`src/rtl/lpm_pkg.sv`:
```
package lpm_pkg;

    typedef enum logic [2:0] {
        MODE_OFF     = 3'd0,
        MODE_RESET   = 3'd1,
        MODE_FNORM   = 3'd2,
        MODE_NORMAL  = 3'd3,
        MODE_STANDBY = 3'd4,
        MODE_SLEEP   = 3'd5,
        MODE_OTEMP   = 3'd6
    } mode_e;

    typedef enum logic [1:0] {
        REQ_NONE,
        REQ_NORMAL,
        REQ_STANDBY,
        REQ_SLEEP
    } req_e;

    localparam logic [2:0] MC_NORMAL  = 3'b111;
    localparam logic [2:0] MC_STANDBY = 3'b100;
    localparam logic [2:0] MC_SLEEP   = 3'b001;

endpackage

```
`src/rtl/lpm_cmd_decode.sv`:
```
module lpm_cmd_decode
    import lpm_pkg::*;
(
    input  logic       mc_wr,
    input  logic [2:0] mc_val,
    input  logic       accept,
    output req_e       req
);

    always_comb begin
        req = REQ_NONE;
        if (mc_wr && accept) begin
            case (mc_val)
                MC_NORMAL:  req = REQ_NORMAL;
                MC_STANDBY: req = REQ_STANDBY;
                MC_SLEEP:   req = REQ_SLEEP;
                default:    req = REQ_NONE;
            endcase
        end
    end

endmodule

```
`src/rtl/lpm_sleep_gate.sv`:
```
module lpm_sleep_gate #(
    parameter int WAKE_SRC = 2,
    parameter int EVT_BITS = 4
) (
    input  logic                req_sleep,
    input  logic [EVT_BITS-1:0] evt_pend,
    input  logic [WAKE_SRC-1:0] wake_en,
    input  logic                lock,
    output logic                sleep_go,
    output logic                sleep_rst
);

    logic any_pend;
    logic none_en;

    always_comb begin
        any_pend  = |evt_pend;
        none_en   = ~|wake_en;
        // unsafe request wins over the lock
        sleep_rst = req_sleep && (any_pend || none_en);
        sleep_go  = req_sleep && !any_pend && !none_en && !lock;
    end

endmodule

```
`src/rtl/lpm_rail_map.sv`:
```
module lpm_rail_map
    import lpm_pkg::*;
(
    input  mode_e mode,
    output logic  reg_en,
    output logic  aux_en,
    output logic  xcvr_en
);

    always_comb begin
        reg_en  = 1'b0;
        aux_en  = 1'b0;
        xcvr_en = 1'b0;
        case (mode)
            MODE_RESET, MODE_STANDBY: begin
                reg_en = 1'b1;
                aux_en = 1'b1;
            end
            MODE_FNORM, MODE_NORMAL: begin
                reg_en  = 1'b1;
                aux_en  = 1'b1;
                xcvr_en = 1'b1;
            end
            MODE_SLEEP: aux_en = 1'b1;
            default: ;
        endcase
    end

endmodule

```
`src/rtl/lpm_ctrl.sv`:
```
module lpm_ctrl
    import lpm_pkg::*;
#(
    parameter int STARTUP_CYC   = 20,
    parameter int RST_PULSE_CYC = 8,
    parameter int WAKE_SRC      = 2,
    parameter int EVT_BITS      = 4
) (
    input  logic                clk,
    input  logic                rst_n,
    input  logic                por_ok,
    input  logic                v_uv,
    input  logic                ext_rst,
    input  logic                otp,
    input  logic                cfg_fnm,
    input  logic                cfg_slp_lock,
    input  logic                mc_wr,
    input  logic [2:0]          mc_val,
    input  logic [WAKE_SRC-1:0] wake_evt,
    input  logic [WAKE_SRC-1:0] wake_en,
    input  logic [EVT_BITS-1:0] evt_pend,
    output logic [2:0]          mode_o,
    output logic                rstn_o,
    output logic                reg_en_o,
    output logic                aux_en_o,
    output logic                xcvr_en_o
);

    localparam int CNT_MAX = (STARTUP_CYC > RST_PULSE_CYC) ? STARTUP_CYC : RST_PULSE_CYC;
    localparam int CNT_W   = $clog2(CNT_MAX + 1);
    localparam logic [CNT_W-1:0] START_LAST = CNT_W'(STARTUP_CYC - 1);
    localparam logic [CNT_W-1:0] PULSE_LAST = CNT_W'(RST_PULSE_CYC - 1);

    typedef struct packed {
        mode_e            mode;
        logic [CNT_W-1:0] cnt;
        logic             rstn;
    } state_t;

    state_t st_d, st_q;

    logic [WAKE_SRC-1:0] wake_hit;
    logic                reg_en;
    logic                aux_en;
    logic                xcvr_en;
    logic                accept;
    logic                sleep_go;
    logic                sleep_rst;
    logic                rst_evt;
    req_e                req;

    // qualify each wake source by its enable
    for (genvar g = 0; g < WAKE_SRC; g++) begin : g_wake
        assign wake_hit[g] = wake_evt[g] & wake_en[g];
    end

    assign accept = (st_q.mode == MODE_NORMAL) || (st_q.mode == MODE_STANDBY);

    lpm_cmd_decode u_cmd (
        .mc_wr  (mc_wr),
        .mc_val (mc_val),
        .accept (accept),
        .req    (req)
    );

    lpm_sleep_gate #(
        .WAKE_SRC (WAKE_SRC),
        .EVT_BITS (EVT_BITS)
    ) u_gate (
        .req_sleep (req == REQ_SLEEP),
        .evt_pend  (evt_pend),
        .wake_en   (wake_en),
        .lock      (cfg_slp_lock),
        .sleep_go  (sleep_go),
        .sleep_rst (sleep_rst)
    );

    lpm_rail_map u_rail (
        .mode    (st_q.mode),
        .reg_en  (reg_en),
        .aux_en  (aux_en),
        .xcvr_en (xcvr_en)
    );

    assign rst_evt = ext_rst || (v_uv && reg_en);

    function automatic state_t enter_reset();
        state_t s;
        s.mode = MODE_RESET;
        s.cnt  = '0;
        s.rstn = 1'b0;
        return s;
    endfunction

    always_comb begin
        st_d = st_q;
        if (!por_ok) begin
            st_d.mode = MODE_OFF;
            st_d.cnt  = '0;
        end else begin
            case (st_q.mode)
                MODE_OFF: begin
                    if (st_q.cnt == START_LAST) st_d = enter_reset();
                    else                        st_d.cnt = st_q.cnt + 1'b1;
                end
                MODE_OTEMP: begin
                    if (!otp) st_d = enter_reset();
                end
                default: begin
                    if (otp && st_q.mode != MODE_SLEEP) begin
                        st_d.mode = MODE_OTEMP;
                    end else if (rst_evt) begin
                        st_d = enter_reset();
                    end else begin
                        case (st_q.mode)
                            MODE_RESET: begin
                                if (st_q.rstn) begin
                                    st_d.mode = cfg_fnm ? MODE_FNORM : MODE_STANDBY;
                                end else begin
                                    st_d.cnt = st_q.cnt + 1'b1;
                                    if (st_q.cnt == PULSE_LAST) st_d.rstn = 1'b1;
                                end
                            end
                            MODE_NORMAL, MODE_STANDBY: begin
                                if (sleep_rst)                st_d = enter_reset();
                                else if (sleep_go)            st_d.mode = MODE_SLEEP;
                                else if (req == REQ_NORMAL)   st_d.mode = MODE_NORMAL;
                                else if (req == REQ_STANDBY)  st_d.mode = MODE_STANDBY;
                            end
                            MODE_SLEEP: begin
                                if (|wake_hit) st_d = enter_reset();
                            end
                            default: ;
                        endcase
                    end
                end
            endcase
        end
        if (st_d.mode != MODE_RESET) begin
            st_d.rstn = (st_d.mode == MODE_FNORM) || (st_d.mode == MODE_NORMAL) ||
                        (st_d.mode == MODE_STANDBY);
        end
    end

    always_ff @(posedge clk or negedge rst_n) begin
        if (!rst_n) begin
            st_q.mode <= MODE_OFF;
            st_q.cnt  <= '0;
            st_q.rstn <= 1'b0;
        end else begin
            st_q <= st_d;
        end
    end

    assign mode_o    = st_q.mode;
    assign rstn_o    = st_q.rstn;
    assign reg_en_o  = reg_en;
    assign aux_en_o  = aux_en;
    assign xcvr_en_o = xcvr_en;


    por_drop_chk: assert property (@(posedge clk) disable iff (!rst_n)
        !por_ok |=> st_q.mode == MODE_OFF);


    reset_hold_chk: assert property (@(posedge clk) disable iff (!rst_n)
        (st_q.mode == MODE_RESET && !st_q.rstn) |=>
            (st_q.mode != MODE_FNORM && st_q.mode != MODE_STANDBY));


    sleep_guard_chk: assert property (@(posedge clk) disable iff (!rst_n)
        (st_q.mode == MODE_SLEEP && $past(st_q.mode) != MODE_SLEEP) |->
            ($past(evt_pend) == '0 && $past(wake_en) != '0 && !$past(cfg_slp_lock)));


    sleep_wake_chk: assert property (@(posedge clk) disable iff (!rst_n)
        (st_q.mode == MODE_SLEEP && wake_hit != '0 && por_ok) |=> st_q.mode == MODE_RESET);


    otemp_entry_chk: assert property (@(posedge clk) disable iff (!rst_n)
        (otp && por_ok && st_q.mode != MODE_OFF && st_q.mode != MODE_SLEEP) |=>
            st_q.mode == MODE_OTEMP);


    xcvr_rst_chk: assert property (@(posedge clk) disable iff (!rst_n)
        xcvr_en |-> st_q.rstn);

endmodule

```
`config.mk`:
```
export PLATFORM = sky130hd
export DESIGN_NAME = lpm_ctrl
export DESIGN_NICKNAME = d
export VERILOG_FILES = /design/src/rtl/lpm_pkg.sv /design/src/rtl/lpm_cmd_decode.sv /design/src/rtl/lpm_sleep_gate.sv /design/src/rtl/lpm_rail_map.sv /design/src/rtl/lpm_ctrl.sv
export SDC_FILE = /design/constraint.sdc
export NUM_CORES = 1
export LEC_CHECK = 0
export ABC_AREA = 1
export BUFFER_PORTS_ARGS = -buffer_cell sky130_fd_sc_hd__buf_2
export CORE_MARGIN = 3
export CORE_UTILIZATION = 52
export CTS_CLUSTER_DIAMETER = 150
export CTS_CLUSTER_SIZE = 14
export DETAILED_ROUTE_END_ITERATION = 8
export GPL_TIMING_DRIVEN = 0
export PLACE_DENSITY = 0.79
export SETUP_SLACK_MARGIN = 0.4
export SYNTH_ARGS = -nofsm -noshare
export SYNTH_HDL_FRONTEND = slang
export SYNTH_SLANG_ARGS = --single-unit
```
`constraint.sdc`:
```
create_clock -name clk -period 1.9 [get_ports clk]
set_input_delay 0.19 -clock clk [delete_from_list [all_inputs] [get_ports clk]]
set_output_delay 0.19 -clock clk [all_outputs]
set_load 0.03 [all_outputs]
```
# Word level (Yosys, flattened, before mapping)
# Index checks and enable logic that the tools add are counted.
op_classes:
  addsub: 1
  reduce_logical: 27
  bitwise: 2
  n_eq_ne: 30
  mux: 27
ops:
  columns: ["cell", "count"]
  rows:
  - ["9-bit two-way mux", 3]
  - ["9-bit one-hot mux with 3 select lines", 1]
  - ["3-bit two-way mux", 8]
  - ["3-bit equality test, second input constant", 6]
  - ["6-bit two-way mux", 3]
  - ["6-bit != test, second input constant", 3]
  - ["9-bit one-hot mux with 2 select lines", 1]
  - ["3-bit by 2-bit equality test with 1-bit output, second input constant", 4]
  - ["3-bit != test, second input constant", 4]
  - ["6-bit by 4-bit != test with 1-bit output, second input constant", 2]
  - ["8-bit two-way mux", 1]
  - ["2-bit OR reduction", 4]
  - ["4-bit OR reduction", 2]
  - ["1-bit logical AND", 7]
  - ["1-bit two-way mux", 7]
  - ["7-bit by 1-bit != test with 1-bit output, second input constant", 1]
  - ["7-bit AND reduction", 1]
  - ["7-bit nonzero test", 1]
  - ["3-bit by 1-bit equality test with 1-bit output, second input constant", 2]
  - ["2-bit one-hot mux with 3 select lines", 1]
  - ["6-bit AND reduction", 1]
  - ["5-bit by 1-bit adder with 5-bit output, second input constant", 1]
  - ["5-bit by 3-bit equality test with 1-bit output, second input constant", 1]
  - ["5-bit equality test, second input constant", 1]
  - ["13 further kinds", 21]
word_totals:
  output_inout_bits: 7
  input_bits: 20
  regBits: 9

# Longest topological paths before layout
logic_depth:
  ltp_word: 19
  mapped_depth: 17
  depth_no_buf: 16

# Modules after synthesis
# A second synthesis with hierarchy kept.
unflattened:
  cells_unflattened: 178
  hier_area_um2: 1001.0
by_module_without_submodules:
  columns: ["module", "seq_area_each_um2", "area_each_um2", "instances", "cells_per_inst"]
  rows:
  - ["lpm_ctrl", 225.2, 870.8, 1, 145]
  - ["lpm_cmd_decode", 0.0, 46.3, 1, 12]
  - ["lpm_sleep_gate", 0.0, 42.5, 1, 11]
  - ["lpm_rail_map", 0.0, 41.3, 1, 10]

# Worst setup path before layout
# OpenSTA, ideal clock, no wires.
synth_path:
  path_type: "register -> register"
  from: "register mode_o[2] (netlist name)"
  to: "register st_q[1] (netlist bit)"
  stages_incl_launch_ff: 13
  arrival_time_ps: 1895
  required_ps: 1780
  slack_ps: -115
  period_less_slack_ps: 2015
  cell_sequence: "dfrtp_1 -> buf_6 -> nor2_1 -> nand3b_4 -> nand2_4 -> nand2_4 -> inv_2 -> o21ai_2 -> nand2_2 -> nand2_2 -> inv_1 -> nand2_1 -> o21ai_2"
synth_between:
  elab_chain_cells: 9
  elab_cells_between_ends: 31
  cone_classes: "14 x eq/ne; 7 x mux; 10 x reduce/logical"
synth_rtl:
  columns: ["element", "line", "rtl"]
  rows:
  - ["3-bit by 2-bit equality test with 1-bit output, or another cell as far along", "lpm_rail_map.sv:14", "case (mode)"]
  - ["4-bit OR reduction (no line) *", null, null]
  - ["1-bit two-way mux *", "lpm_rail_map.sv:14", null]
  - ["named net reg_en_o", "lpm_ctrl.sv:24", "output logic reg_en_o,"]
  - ["1-bit logical AND *", "lpm_ctrl.sv:85", "assign rst_evt = ext_rst || (v_uv && reg_en);"]
  - ["1-bit logical OR *", "lpm_ctrl.sv:85", null]
  - ["9-bit two-way mux", "lpm_ctrl.sv:112", "end else if (rst_evt) begin"]
  - ["6-bit two-way mux", "lpm_ctrl.sv:110", "if (otp && st_q.mode != MODE_SLEEP) begin"]
  - ["9-bit one-hot mux with 2 select lines", "lpm_ctrl.sv:101", "case (st_q.mode)"]
  - ["8-bit two-way mux", "lpm_ctrl.sv:97", "if (!por_ok) begin"]
  - ["to (signal assigned)", "lpm_ctrl.sv:151", "st_q <= st_d;"]
  - ["to (decl)", "lpm_ctrl.sv:40", "state_t st_d, st_q;"]
# The timed path passes the listed nets; every way through them passes the cells marked *. The select of a mux whose other input is x is not followed.
# A chain may end at the register's enable or synchronous reset.

# Worst setup path in the final report
layout_path:
  from: "register mode_o[1] (netlist name)"
  to: "register st_q[4] (netlist bit)"
layout_between:
  elab_chain_cells: 9
  elab_cells_between_ends: 31
  cone_classes: "14 x eq/ne; 7 x mux; 10 x reduce/logical"
layout_rtl:
  columns: ["element", "line"]
  rows:
  - ["3-bit by 2-bit equality test with 1-bit output, or another cell as far along", "lpm_rail_map.sv:14, lpm_ctrl.sv:57, lpm_ctrl.sv:115"]
  - ["4-bit OR reduction (no line)", null]
  - ["1-bit two-way mux", "lpm_rail_map.sv:14"]
  - ["1-bit logical AND", "lpm_ctrl.sv:85"]
  - ["1-bit logical OR", "lpm_ctrl.sv:85"]
  - ["9-bit two-way mux", "lpm_ctrl.sv:112"]
  - ["6-bit two-way mux", "lpm_ctrl.sv:110"]
  - ["9-bit one-hot mux with 2 select lines", "lpm_ctrl.sv:101"]
  - ["8-bit two-way mux", "lpm_ctrl.sv:97"]
# Several ways; a longest one is shown, not always the timed one. The select of a mux whose other input is x is not followed.

==> flow_summary.json <==
{
  "status": "finished with violations",
  "violations": "setup timing",
  "ant_nets": 0,
  "cts_buffers": 3,
  "sw_frac_of_total": 0.5091,
  "synthSimpleGateAreaFrac": 0.5074,
  "grt_use_met2": 0.4565,
  "max-slew-margin-rel": 0.7309,
  "portBuffers": 26,
  "worstPathRequired_ns": 2.08,
  "syn_inst": 152,
  "fp.dieArea_um2": 2509,
  "final_common_cell": "nand2_1",
  "cts_root_buffer": "clkbuf_4",
  "synth_seq_cells": 9,
  "synthAdderAreaFrac": 0.01238,
  "yosysSeqAreaShare": 0.2228,
  "p_int_uw": 942.1,
  "ys_warn_count": 0,
  "grt_pass1_vias": 1170,
  "crit_path_max_incr_delay_ns": 0.41,
  "max_freq_ghz": 0.5061,
  "final.setup.tns_ns": -0.3654,
  "routed_wl_mm": 3.432,
  "grt_max_degree": 10,
  "numPlacedInstances": 203,
  "final_cells": 224,
  "cts.sinks": 9,
  "grt_pass1_wl_mm": 4.788,
  "synth.avg_cell_area_um2": 6.651,
  "pre_cts_ws_ns": 0.03886,
  "cts_tree": "yes",
  "synth_xor_area_frac": 0.01733,
  "rows": 15,
  "endpoint_kind": "register",
  "hp-class": "in2reg",
  "syn-num-nets": 173,
  "synth_mux_area_frac": 0,
  "min_period_ns": 1.976,
  "drt_drc_violations_left": 0,
  "clockBufferDepth": 2,
  "layout_setup_ws_ns": -0.07578,
  "met1_usage": 0.2823,
  "ys_types": 28,
  "p_seq_frac": 0.163,
  "die_y_um": 50.09,
  "gr-usage-met3": 0.04532,
  "synthTopCellsByArea": "dfrtp_1, nand2_1, nand3_1",
  "drv_slew": 0,
  "nets": 221,
  "worstSkewPairLatency_ns": 0.27,
  "drive_above_1_share": 0.5176,
  "first_pass_iters": 4,
  "holdWs_ns": 0.2186,
  "p_switching_uw": 977.2,
  "final-setup-viol-count": 6,
  "syn_area_um2": 1011,
  "drv_cap": 0,
  "dr_total_vias": 1249,
  "rsz0062_at_grt": "yes",
  "pwr-share-clk": 0.079,
  "cts.clk_slew.worst_paths_ns": 0.07,
  "hpwlAfterDp_mm": 2.038,
  "grt.overflow.total": 0,
  "hp-start": "por_ok",
  "start_util": 0.5670,
  "combinationalPowerShare": 0.757,
  "grt_usage": 0.2406,
  "finalHoldViolCount": 0,
  "yosysTopAreaCell": "dfrtp_1",
  "htree_levels": 1,
  "finalWeightedCongestion": 0.9419,
  "drt_iter0_markers": 65,
  "cp-start-kind": "register",
  "crit_type": "reg2reg",
  "r2r-start": "mode_o[1]",
  "slowest_stage": "dfrtp_1",
  "crit_chain": "buf_6 -> o21ai_2 -> nand3_1 -> nor2_2 -> nand2_1 -> nand2_2 -> inv_2 -> o21ai_2 -> nand2_2 -> nor2_4 -> nand3_1 -> o21ai_1",
  "path_max_fanout": 6,
  "worst_clock_skew_ns": 0.007426,
  "final_cell_mix": "nand2_1, buf_2, inv_1, buf_4",
  "whs_path_depth": 3,
  "diodes": 0,
  "leakage_uw": 0.0007693,
  "reg2regPathDepth": 12,
  "post_drt_wl_per_cell_um": 15.32,
  "crit_start": "mode_o[1]",
  "io_pins": 27,
  "synth_compound_area_frac": 0.1089,
  "die_x_um": 50.09,
  "yosys.area.top_type_share": 0.2228,
  "layout-area-overhead-vs-synth_pct": 47.28,
  "fin_crit_sh": 1.040,
  "tightestPinTransition_ns": 0.4013,
  "antenna_found_initial": 0,
  "synth_top_family_by_area": "simple AND/OR/NAND/NOR gates",
  "peakVddDrop_mv": 0.7636,
  "top_usage_layer": "met2",
  "vias_per_cell": 5.576,
  "crit_arrival_ns": 2.16,
  "power_density_nw_per_um2": 1289,
  "core_area_um2": 1783
}
[metal layers]
layer,vias to the layer above,part of all wire
met5,-,0
met1,577,0.37
met3,14,0.080
met4,0,0.029
li1,583,-
met2,75,0.52
[cell families (layout without fill, tap and decap cells)]
family,after synthesis,in the layout
AOI/OAI and AO/OA,15,15
xor gates and xnor gates,2,2
adders and majority gates,1,1
buffers and inverters,29,76
DFF,9,9
and+or+nand+nor,96,96
[Yosys cell counts]
master	count
o21ai_1	3
buf_6	1
nor2_2	2
nand3_1	14
inv_2	6
and2_4	1
o21ai_2	4
nand4_1	7
ha_1	1
nand3b_4	1
o211ai_1	1
o22ai_2	1
buf_4	4
nand4_2	1
nand2_1	36
o31ai_2	1
o21bai_1	1
nand2_4	2
clkinv_2	1
nor2_1	16
dfrtp_1	9
nor2_4	2
nand3_2	4
inv_1	17
xor2_1	2
nand2_2	8
nand3b_1	2
o21ai_0	4
[critical path, delay by kind of cell (launching register included)]
kind                   cells  cell delay [ns]
AOI/OAI and AO/OA          3             0.46
buffers and inverters      2             0.22
DFF                        1             0.41
and+or+nand+nor            7             0.80
[power groups by stage]
stage	Sequential, uW	Clock, uW	Combinational [uW]
2_1_floorplan	299	0	787
3_3_place_gp	297	0	965
3_5_place_dp	298	0	996
4_1_cts	301	153	1270
5_1_grt	315	170	1550
6_report	314	152	1450
[final timing paths]
| kind | endpoint | slack [ns] |
|---|---|---|
| setup / recovery | st_q[4] | -0.08 |
| hold / removal | mode_o[2] | 0.22 |
| setup reg to reg | st_q[4] | -0.08 |
| hold reg to reg | st_q[1] | 0.52 |
| max in group asynchronous | mode_o[2] | 1.41 |
| min in group asynchronous | mode_o[0] | 0.30 |
[sequential cells by signal (all words and copies together), names as in the netlist]
signal and count:
mode_o 3, rstn_o 1, st_q 5
[per-stage QoR]
stage	util	total power, uW	area (um^2)
after detailed placement	0.6674	1294	1190
final	0.8351	1919	1489
after floorplan	-	1086	1028
after global placement	0.6674	1262	1190
after CTS	0.7867	1726	1403
after global routing	0.8351	2038	1489
[repair_timing]
| action | in CTS | in global routing |
|---|---|---|
| hold buffers | 1 | 0 |
| endpoints found under the hold margin | 9 | 0 |
| resized for setup | 19 | 20 |
| pin swaps | 15 | 13 |
| endpoints found under the setup margin | 11 | 12 |
| buffers inserted | 13 | 3 |
[final cells by class]
type	instances	area [um^2]
multi-input combinational	114	744.5
timing repair buffer	43	302.8
fill	103	294.0
sequential	9	227.7
inverter	24	106.4
buffer	5	48.80
tap	25	31.28
clock buffer	3	22.52
clock inverter	1	5.005
Power figures use the tool's default switching activity.
